`src/rtl/rxf_pkg.sv`:
```
package rxf_pkg;

  // receive control word, member listed last sits in bit 0
  typedef struct packed {
    logic monitor;     // bit 5
    logic promisc;     // bit 4
    logic take_mcast;  // bit 3
    logic take_bcast;  // bit 2
    logic take_runt;   // bit 1
    logic keep_bad;    // bit 0
  } rx_cfg_t;

  localparam logic [31:0] CRC_POLY = 32'h04C11DB7;
  localparam logic [31:0] CRC_SEED = 32'hFFFFFFFF;

  // one byte into the running CRC, least significant data bit first
  function automatic logic [31:0] crc_step_byte(input logic [31:0] cur,
                                                input logic [7:0]  din);
    logic [31:0] c;
    logic        fb;
    c = cur;
    for (int k = 0; k < 8; k++) begin
      fb = c[31] ^ din[k];
      c  = {c[30:0], 1'b0};
      if (fb) c = c ^ CRC_POLY;
    end
    return c;
  endfunction

endpackage

```
`src/rtl/rxf_capture.sv`:
```
module rxf_capture
  import rxf_pkg::*;
#(
  parameter int ADDR_BYTES = 6,
  parameter int HASH_W     = 6
) (
  input  logic                    clk,
  input  logic                    rst,
  input  logic                    byte_vld,
  input  logic [7:0]              byte_in,
  input  logic                    frame_end,
  output logic [8*ADDR_BYTES-1:0] addr_q,
  output logic                    addr_done,
  output logic [HASH_W-1:0]       hash_idx
);

  localparam int CNT_W = $clog2(ADDR_BYTES + 1);
  localparam logic [CNT_W-1:0] CNT_FULL = CNT_W'(ADDR_BYTES);

  logic [CNT_W-1:0] cnt_q;
  logic [31:0]      crc_q;
  logic             take;

  assign take      = byte_vld && (cnt_q != CNT_FULL);
  assign addr_done = (cnt_q == CNT_FULL);
  assign hash_idx  = crc_q[31 -: HASH_W];

  always_ff @(posedge clk) begin
    if (rst || frame_end) begin
      cnt_q <= '0;
      crc_q <= CRC_SEED;
    end else if (take) begin
      cnt_q <= cnt_q + 1'b1;
      crc_q <= crc_step_byte(crc_q, byte_in);
    end
  end

  // one register lane per address byte
  for (genvar g = 0; g < ADDR_BYTES; g++) begin : g_lane
    always_ff @(posedge clk) begin
      if (rst || frame_end) addr_q[8*g +: 8] <= '0;
      else if (take && cnt_q == CNT_W'(g)) addr_q[8*g +: 8] <= byte_in;
    end
  end

  a_r2_count_bound: assert property (@(posedge clk) disable iff (rst)
    cnt_q <= CNT_FULL);

  a_r2_extra_bytes_ignored: assert property (@(posedge clk) disable iff (rst)
    addr_done && !frame_end |=> $stable(addr_q) && $stable(crc_q));

endmodule

```
`src/rtl/rxf_classify.sv`:
```
module rxf_classify
  import rxf_pkg::*;
#(
  parameter int ADDR_BYTES = 6,
  parameter int HASH_W     = 6,
  parameter int BIN_OFF    = 62,
  parameter int BIN_ON     = 63
) (
  input  logic [8*ADDR_BYTES-1:0] addr_q,
  input  logic [8*ADDR_BYTES-1:0] station_addr,
  input  logic [(1<<HASH_W)-1:0]  hash_bits,
  input  logic [HASH_W-1:0]       hash_idx,
  input  logic                    addr_done,
  input  rx_cfg_t                 cfg,
  output logic                    is_group,
  output logic                    addr_ok,
  output logic                    hit_off,
  output logic                    hit_on
);

  logic [ADDR_BYTES-1:0] lane_eq;
  logic                  is_bcast;
  logic                  own_match;
  logic                  mc_ok;
  logic                  special;

  for (genvar g = 0; g < ADDR_BYTES; g++) begin : g_cmp
    assign lane_eq[g] = (addr_q[8*g +: 8] == station_addr[8*g +: 8]);
  end

  assign own_match = &lane_eq;
  assign is_bcast  = &addr_q;
  assign is_group  = addr_done && addr_q[0];
  assign mc_ok     = cfg.take_mcast && hash_bits[hash_idx];

  always_comb begin
    if (!addr_done)     addr_ok = 1'b0;
    else if (!addr_q[0]) addr_ok = cfg.promisc || own_match;
    else if (is_bcast)  addr_ok = cfg.take_bcast;
    else                addr_ok = mc_ok;
  end

  assign special = is_group && !is_bcast;
  assign hit_off = special && (hash_idx == HASH_W'(BIN_OFF));
  assign hit_on  = special && (hash_idx == HASH_W'(BIN_ON));

  a_r10_bins_distinct: assert final (!(hit_off && hit_on));

endmodule

```
`src/rtl/rx_addr_filter.sv`:
```
module rx_addr_filter
  import rxf_pkg::*;
#(
  parameter int ADDR_BYTES = 6,
  parameter int HASH_W     = 6,
  parameter int LEN_W      = 16,
  parameter int MIN_LEN    = 64,
  parameter int BIN_OFF    = 62,
  parameter int BIN_ON     = 63
) (
  input  logic                    clk,
  input  logic                    rst,
  input  logic [5:0]              rx_cfg,
  input  logic                    auto_tx_ctl_en,
  input  logic [8*ADDR_BYTES-1:0] station_addr,
  input  logic [(1<<HASH_W)-1:0]  hash_bits,
  input  logic                    byte_vld,
  input  logic [7:0]              byte_in,
  input  logic                    frame_end,
  input  logic [LEN_W-1:0]        frame_len,
  input  logic                    crc_err,
  input  logic                    align_err,
  output logic                    res_valid,
  output logic                    accept,
  output logic                    group_flag,
  output logic                    tx_off_pulse,
  output logic                    tx_on_pulse
);

  localparam logic [LEN_W-1:0] RUNT_LIMIT = LEN_W'(MIN_LEN);

  rx_cfg_t                 cfg;
  logic [8*ADDR_BYTES-1:0] addr_q;
  logic                    addr_done;
  logic [HASH_W-1:0]       hash_idx;
  logic                    is_group;
  logic                    addr_ok;
  logic                    hit_off;
  logic                    hit_on;
  logic                    len_ok;
  logic                    err_ok;
  logic                    keep;

  assign cfg = rx_cfg_t'(rx_cfg);

  rxf_capture #(
    .ADDR_BYTES(ADDR_BYTES),
    .HASH_W    (HASH_W)
  ) u_capture (
    .clk      (clk),
    .rst      (rst),
    .byte_vld (byte_vld),
    .byte_in  (byte_in),
    .frame_end(frame_end),
    .addr_q   (addr_q),
    .addr_done(addr_done),
    .hash_idx (hash_idx)
  );

  rxf_classify #(
    .ADDR_BYTES(ADDR_BYTES),
    .HASH_W    (HASH_W),
    .BIN_OFF   (BIN_OFF),
    .BIN_ON    (BIN_ON)
  ) u_classify (
    .addr_q      (addr_q),
    .station_addr(station_addr),
    .hash_bits   (hash_bits),
    .hash_idx    (hash_idx),
    .addr_done   (addr_done),
    .cfg         (cfg),
    .is_group    (is_group),
    .addr_ok     (addr_ok),
    .hit_off     (hit_off),
    .hit_on      (hit_on)
  );

  assign len_ok = (frame_len >= RUNT_LIMIT) || cfg.take_runt;
  assign err_ok = !(crc_err || align_err) || cfg.keep_bad;
  assign keep   = addr_ok && len_ok && err_ok && !cfg.monitor;

  always_ff @(posedge clk) begin
    if (rst) begin
      res_valid    <= 1'b0;
      accept       <= 1'b0;
      group_flag   <= 1'b0;
      tx_off_pulse <= 1'b0;
      tx_on_pulse  <= 1'b0;
    end else begin
      res_valid    <= frame_end;
      accept       <= frame_end && keep;
      group_flag   <= frame_end && is_group;
      tx_off_pulse <= frame_end && auto_tx_ctl_en && hit_off;
      tx_on_pulse  <= frame_end && auto_tx_ctl_en && hit_on;
    end
  end

  a_r1_verdict_follows_end: assert property (@(posedge clk) disable iff (rst)
    frame_end |=> res_valid);

  a_r1_quiet_otherwise: assert property (@(posedge clk) disable iff (rst)
    !frame_end |=> !res_valid && !accept && !group_flag && !tx_off_pulse && !tx_on_pulse);

  a_r6_runt_dropped: assert property (@(posedge clk) disable iff (rst)
    frame_end && (frame_len < RUNT_LIMIT) && !rx_cfg[1] |=> !accept);

  a_r7_bad_dropped: assert property (@(posedge clk) disable iff (rst)
    frame_end && (crc_err || align_err) && !rx_cfg[0] |=> !accept);

  a_r8_monitor_blocks: assert property (@(posedge clk) disable iff (rst)
    frame_end && rx_cfg[5] |=> !accept);

  a_r10_no_remote_ctl: assert property (@(posedge clk) disable iff (rst)
    frame_end && !auto_tx_ctl_en |=> !tx_off_pulse && !tx_on_pulse);

  a_r10_pulses_exclusive: assert property (@(posedge clk) disable iff (rst)
    !(tx_off_pulse && tx_on_pulse));

endmodule

```
`config.mk`:
```
export PLATFORM = sky130hd
export DESIGN_NAME = rx_addr_filter
export DESIGN_NICKNAME = d
export VERILOG_FILES = /design/src/rtl/rxf_pkg.sv /design/src/rtl/rxf_capture.sv /design/src/rtl/rxf_classify.sv /design/src/rtl/rx_addr_filter.sv
export SDC_FILE = /design/constraint.sdc
export NUM_CORES = 1
export LEC_CHECK = 0
export ABC_AREA = 1
export BUFFER_PORTS_ARGS = -buffer_cell sky130_fd_sc_hd__clkbuf_2
export CORE_MARGIN = 4
export CORE_UTILIZATION = 53
export DETAILED_ROUTE_END_ITERATION = 12
export PLACE_DENSITY = 0.81
export SLEW_MARGIN = 20
export SYNTH_ARGS = -nofsm -noshare
export SYNTH_HDL_FRONTEND = slang
export SYNTH_SLANG_ARGS = --single-unit
export TNS_END_PERCENT = 20
```
`constraint.sdc`:
```
create_clock -name clk -period 2.11 [get_ports clk]
set_input_delay 0 -clock clk [delete_from_list [all_inputs] [get_ports clk]]
set_output_delay 0 -clock clk [all_outputs]
set_load 0.05 [all_outputs]
```
==> key figures, run 1 <==
Cells and area
  – P&R area growth vs syn: 22.7%
  – Most frequent cells in the layout: 201 x nand2_1, 147 x clkbuf_2, 100 x inv_1
  – Layout cell share with drive strength beyond 1: 21.8%
  – Area of the multi-input gates: around 3300 sq um
  – Most common cell after layout, fill and taps aside: nand2_1
  – Layout Nets: 1148
  – Fill count: around 930
  – Seq. cell area: 1760 sq um
  – Non-filler cells, final: 1135
  – Ant diodes: 0

Power
  – Lkg Pwr: 0.00325 uW
  – Power share of the clock group: between 30% and 40%
  – Pint: roughly 3000 uW
  – VDD IR max: 0.378 mV
  – Switching portion of total power: 31.0%
  – Sequential Power Share: between 40% and 50%
  – P per Cell Area: 633 nW/um^2
  – Switching pwr: roughly 1300 uW
  – Logic pwr share: 26.2%

GRT
  – First-pass GRT wire length: 25100 um
  – Remaining Overflow, GRT: 0
  – Gr usage total: around a quarter
  – Vias in the first global route: 5368
  – Initial antenna violation count: 0
  – Pin count of the biggest net entering global routing: 51

Placed design
  – DP HPWL: 11300 um
  – Inst Count DP: ~1100
  – Port bufs: 147
  – RePlAce Congestion: slightly below 0.9

Logic synthesis
  – Post-synth top area cell: dfxtp_1
  – Synth Warn #: 0
  – Syn Area/Cell: roughly 6.7 sq um
  – Post-synth EDFFs: 0
  – Yosys cell types: 36
  – Area share of the leading cell type in the synthesized netlist: 31.5%
  – Synth Instances: 841
  – Synthesized area: 5600 sq um
  – Synthesized flop and latch total: 88
  – Asr flop ratio synth: 0%
  – Sequential fraction of the synthesis area: between 30% and 40%
  – Mapped Nets: roughly 1000
  – Synth Flop Type: dfxtp_1
  – Top post-synthesis cells by area: dfxtp_1 31%, nand2_1 13%, xnor2_1 7.4%

Timing
  – Setup tns final: 0 ns
  – Worst relative slew slack: 30.0%
  – Measured slew at the worst slew-check pin: roughly 1.0 ns
  – Final hold viol count: 0
  – Tcrit/Tclk final: 90.2%
  – Clk_skew: 0.0128 ns
  – Final Critical Period: 1.90 ns
  – RSZ-0062 raised after global routing: no
  – Setup violations, final: 0
  – FMAX: between 500 and 600 MHz
  – Max-slew violation count: 0

Clock tree
  – Later-pin clock latency in the skew report: 0.37 ns
  – TritonCTS clock tree: yes
  – Clock buffer depth: 2
  – H-tree Lvls: 3
  – Number of buffers created by CTS: 9
  – Clock tree root buffer cell: clkbuf_8
  – Clk sink count: 88
  – Clock transition at path regs: 0.09 ns

Setup path
  – CP max FO: 34
  – CP startpoint kind: flop
  – CP required: approximately 2.4 ns
  – Crit end category: flop
  – CP Class: flop to flop
  – Arr. time, crit path: 2.15 ns

Run
  – Max-cap violations: 0

Floorplan
  – Die Area: between 10000 and 15000 sq um
  – Die Ht: 111 um
  – Die W: 111 um
  – Core ar.: ~10000 sq um
  – IO Pins: 154
  – Starting density of the core: 54.2%
  – Row count: 37

Routing
  – Remaining antenna violation count after routing: 0
  – Drt drc: 0
  – Number of vias per cell: around 5.1
  – Drt first-iter violations: 351
  – Final wirelength: ~15000 um
  – TritonRoute pass-1 iters: 5
  – Routed length per instance: ~13 um
  – Vias: 5737

Hold path
  – Worst hold path type: input pin to flop

Status
  – Status: finished clean
==> cell usage after synthesis, drive strengths merged (2+ instances only) <==
cell	count
inv	108
dfxtp	88
xor2	42
nand2	206
nand3	48
o211ai	8
nor3b	2
nor4	2
nor3	11
ha	5
a211o	3
xnor2	50
a21oi	78
buf	6
nor2	56
nand4	20
clkbuf	26
o21ai	67
or2	11
==> area by class of cell <==
class	count	area share [%]
Timing Repair inverter	1	0.0729
Clock buffer	9	1.80
Clock inverter	7	1.86
Inverter	109	6.05
Tap cell	136	2.48
Multi-Input combinational cell	612	48.0
Sequential cell	88	25.7
Timing Repair Buffer	173	14.0
==> through the flow <==
step	hold slack, ns	cell area [sq um]	worst slack, ns	util (%)	total power (uW)
floorplan	0.0941	5600	0.283	-	2580
CTS	0.00142	6830	0.0700	66.2	4360
detailed placement	0.253	6510	0.105	63.1	2920
global placement	0.248	6510	0.218	63.1	2900
global route	0.0282	6870	0.00467	66.5	4600
finish	0.00343	6870	0.207	66.5	4350
==> power groups by stage <==
stage	clock network, uW	logic, uW	registers (uW)
after detailed placement	0	1110	1800
after global placement	0	1100	1800
after CTS	1460	1140	1770
after floorplan	0	783	1790
final	1440	1140	1770
after global routing	1530	1300	1770
==> routing by layer <==
layer	GRT usage (%)	vias to the layer above	routed length (um)
met5	0	-	0
met4	7.31	0	314
li1	-	3002	-
met3	4.15	23	993
met1	33.4	2530	6710
met2	39.3	182	6840
==> timing repair <==
action                                  CTS  global route
hold buffers                              7             0
endpoints found under the hold margin     6             0
resized for setup                         0             5
endpoints found under the setup margin    0            29
setup buffers                             0             2
==> cells by family (layout without fill, tap and decap cells) <==
group / Yosys count / in the layout / synth area share, %
simple gates: 356 / 356 / 27.4
compound gates: 159 / 159 / 15.0
buf+inv: 141 / 299 / 9.73
xor+xnor: 92 / 92 / 15.3
flops: 88 / 88 / 31.5
fa+ha+maj: 5 / 5 / 1.12
==> path summary, 6_finish.rpt <==
path	startpoint	end	slack [ns]	cells after the start
hold reg to reg	u_capture.addr_q[21]	u_capture.addr_q[21]	0.48	2
hold / removal	frame_end	group_flag	0.003	5
setup / recovery	u_capture.cnt_q[0]	u_capture.crc_q[7]	0.21	10
setup reg to reg	u_capture.cnt_q[0]	u_capture.crc_q[7]	0.21	10
==> sequential cells by signal, indices dropped and copies added (netlist names) <==
name / count
u_capture.addr_q: 48
u_capture.crc_q: 32
u_capture.cnt_q: 3
accept: 1
group_flag: 1
res_valid: 1
tx_off_pulse: 1
tx_on_pulse: 1
==> worst max-delay path, cell delays in order (launching register included) <==
cell and delay [ns]:
dfxtp_1 0.36, inv_1 0.07, ha_1 0.20, nand2_1 0.14
inv_1 0.10, nor2_2 0.17, clkinv_1 0.10, buf_6 0.20
buf_4 0.20, a21oi_1 0.13, o21ai_0 0.11
(Power assumes the default switching activity.)
==> run 2: changes to the inputs <==
CORE_UTILIZATION = 55   (was 53)
PLACE_DENSITY = 0.83   (was 0.81)
REMOVE_ABC_BUFFERS = 1   (was not set)
clock period = 2.3 ns   (was 2.11 ns; I/O delays follow)
==> run 2 against run 1 <==
Effect of this change: via count fell by 0.16%; wire length rose by 1.2%; clock skew fell by 0.0029 ns; worst setup slack got worse by 0.025 ns; sequential power fell by 8%; maximum frequency fell by 10%; clock power fell by 25%; cell count fell by 0.88%; critical path depth did not move; register-to-register slack got worse by 0.03 ns; die area fell by 3.4%.
==> key figures, run 2 (same netlist as run 1, synthesis figures left out) <==
Clock tree
  – Post-CTS Setup Bufs: 0 (unchanged)
  – Clock tree root buffer cell: clkbuf_8 (unchanged)
  – Number of buffers created by CTS: 9 (unchanged)
  – Clock transition at path regs: 0.09 ns (about the same)
  – Clock buffer depth: 2 (unchanged)
  – Clk sink count: 88 (unchanged)
  – TritonCTS clock tree: yes (unchanged)
  – Later-pin clock latency in the skew report: 0.36 ns (was 0.37 ns)
  – H-tree Lvls: 3 (unchanged)

Floorplan
  – IO Pins: 154 (unchanged)
  – Starting density of the core: 57.0% (was 54.2%)
  – Die W: 109 um (was 111 um)
  – Die Ht: 109 um (was 111 um)
  – Core ar.: 9820 sq um (was 10300 sq um)
  – Die Area: 11900 sq um (was 12300 sq um)
  – Row count: 36 (was 37)

Setup path
  – CP max FO: 15 (was 34)
  – CP required: 2.58 ns (was 2.35 ns)
  – Arr. time, crit path: 2.40 ns (was 2.15 ns)
  – Crit-path cells: inv_1 > ha_1 > nand2_1 > inv_1 > nor2_1 > clkinv_1 > buf_4 > nor2_1 > nand2_1 > o211ai_1 (was inv_1 > ha_1 > nand2_1 > inv_1 > nor2_2 > clkinv_1 > buf_6 > buf_4 > a21oi_1 > o21ai_0)
  – CP startpoint kind: flop (unchanged)
  – Critical path buffers and inverters: 4 (was 5)
  – Crit end category: flop (unchanged)
  – CP delay by family, top: buffers and inverters (unchanged)
  – CP Class: flop to flop (unchanged)
  – CP max-delay cell: dfxtp_1 (unchanged)
  – CP Depth: 10 (unchanged)
  – Worst Reg-to-Reg Cells: 10 (unchanged)
  – Max stage delay on crit path: 0.40 ns (was 0.36 ns)

Placed design
  – RePlAce Congestion: 0.836 (was 0.874)
  – Inst Count DP: 1104 (was 1109)
  – Setup WS pre-CTS: 0.211 ns (was 0.105 ns)
  – Port bufs: 147 (unchanged)
  – DP HPWL: 11200 um (was 11300 um)

Power
  – P per Cell Area: 555 nW/um^2 (was 633 nW/um^2)
  – Final Power: 3740 uW (was 4350 uW)
  – Lkg Pwr: 0.00318 uW (was 0.00325 uW)
  – VDD IR max: 0.388 mV (was 0.378 mV)

Hold path
  – Worst hold path type: input pin to flop (unchanged)
  – Min-Delay Path Depth: 3 (was 5)

GRT
  – GR Util met3: 4.03% (was 4.15%)
  – Pin count of the biggest net entering global routing: 51 (unchanged)
  – Vias in the first global route: 5218 (was 5368)
  – Gr usage total: 25.2% (was 24.4%)
  – First-pass GRT wire length: 23900 um (was 25100 um)
  – Remaining Overflow, GRT: 0 (unchanged)
  – Grt met2 use: 42.5% (was 39.3%)
  – Most Used Layer, Global Route: met2 (unchanged)
  – Initial antenna violation count: 0 (unchanged)
  – Routing usage on met1: 33.2% (was 33.4%)

Timing
  – Clk_skew: 0.00997 ns (was 0.0128 ns)
  – FMAX: 472 MHz (was 526 MHz)
  – Worst relative slew slack: 29.8% (was 30.0%)
  – Worst Hold Slack: 0.0340 ns (was 0.00343 ns)
  – Final Critical Period: 2.12 ns (was 1.90 ns)
  – Tcrit/Tclk final: 92.1% (was 90.2%)
  – RSZ-0062 raised after global routing: yes (was no)
  – Setup violations, final: 0 (unchanged)
  – Min setup slack post-route: 0.182 ns (was 0.207 ns)
  – Max-slew violation count: 0 (unchanged)
  – Final hold viol count: 0 (unchanged)
  – Measured slew at the worst slew-check pin: 1.05 ns (about the same)

Status
  – Status: finished clean (unchanged)

Routing
  – Drt first-iter violations: 366 (was 351)
  – Final wirelength: 15000 um (was 14900 um)
  – Remaining antenna violation count after routing: 0 (unchanged)
  – Drt drc: 0 (unchanged)
  – Vias: 5728 (was 5737)
  – Number of vias per cell: 5.09 (was 5.05)
  – TritonRoute pass-1 iters: 6 (was 5)
  – Routed length per instance: 13.4 um (was 13.1 um)

Cells and area
  – Layout Nets: 1141 (was 1148)
  – Non-filler cells, final: 1125 (was 1135)
  – Ant diodes: 0 (unchanged)
  – Top reg by flops: u_capture.addr_q (unchanged)
  – Fill count: 898 (was 928)
  – Most frequent cells in the layout: 201 x nand2_1, 147 x clkbuf_2, 99 x inv_1 (was 201 x nand2_1, 147 x clkbuf_2, 100 x inv_1)
  – Number of flip-flops in the largest register: 48 (unchanged)
  – P&R area growth vs syn: 20.6% (was 22.7%)
  – Top Registers: u_capture.addr_q: 48 flops, u_capture.crc_q: 32 flops, u_capture.cnt_q: 3 flops (unchanged)
  – Layout cell share with drive strength beyond 1: 21.4% (was 21.8%)
  – Most common cell after layout, fill and taps aside: nand2_1 (unchanged)

Run
  – Max-cap violations: 0 (unchanged)
run 2: path summary, 6_finish.rpt:
path                                          start              endpoint  slack, ns
worst max-delay path             u_capture.cnt_q[0]   u_capture.crc_q[16]       0.18
worst min register to register  u_capture.addr_q[6]   u_capture.addr_q[6]       0.48
worst min-delay path                     byte_in[7]  u_capture.addr_q[31]       0.03
worst max register to register   u_capture.cnt_q[0]   u_capture.crc_q[16]       0.18
run 2: timing repair:
item                                   4_1_cts  5_1_grt
setup endpoints to repair                    0       13
hold buffers                                 6        1
gates resized for setup                      0        9
endpoints found under the hold margin        6        1
run 2: layout make-up:
cell class              instances  area, sq um  area share (%)
well taps                     133          166            2.47
clock inverters                 6         70.1            1.04
repair buffers                167          908            13.5
clock buffers                  10          128            1.89
flip-flops and latches         88         1760            26.1
multi-input cells             612         3300            48.9
inverters                     109          417            6.17
run 2: worst reg2reg max path: cells and delay by family (launching register included):
kind | cells | cell delay [ns]
simple gates | 4 | 0.62
compound gates | 1 | 0.09
buf+inv | 4 | 0.72
fa+ha+maj | 1 | 0.22
flops | 1 | 0.40
run 2: where the power goes:
part,switching [uW],internal [uW],total (uW),leakage (uW)
combinational,611,433,1040,0.00238
clock,572,506,1080,0.0000887
sequential,44.4,1580,1620,0.000716
total,1230,2520,3740,0.00318
run 2: through the flow:
step	cell area, sq um	setup TNS (ns)	utilization (%)
floorplan	5460	-36.82	-
global placement	6480	0	66.0
detailed placement	6480	0	66.0
CTS	6740	0	68.6
global route	6750	-0.0225	68.7
finish	6750	0	68.7
run 2: layer usage:
metal | vias to the layer above | wire (um)
met4 | 0 | 210
li1 | 2975 | -
met5 | - | 0
met1 | 2556 | 6610
met2 | 176 | 7230
met3 | 21 | 984
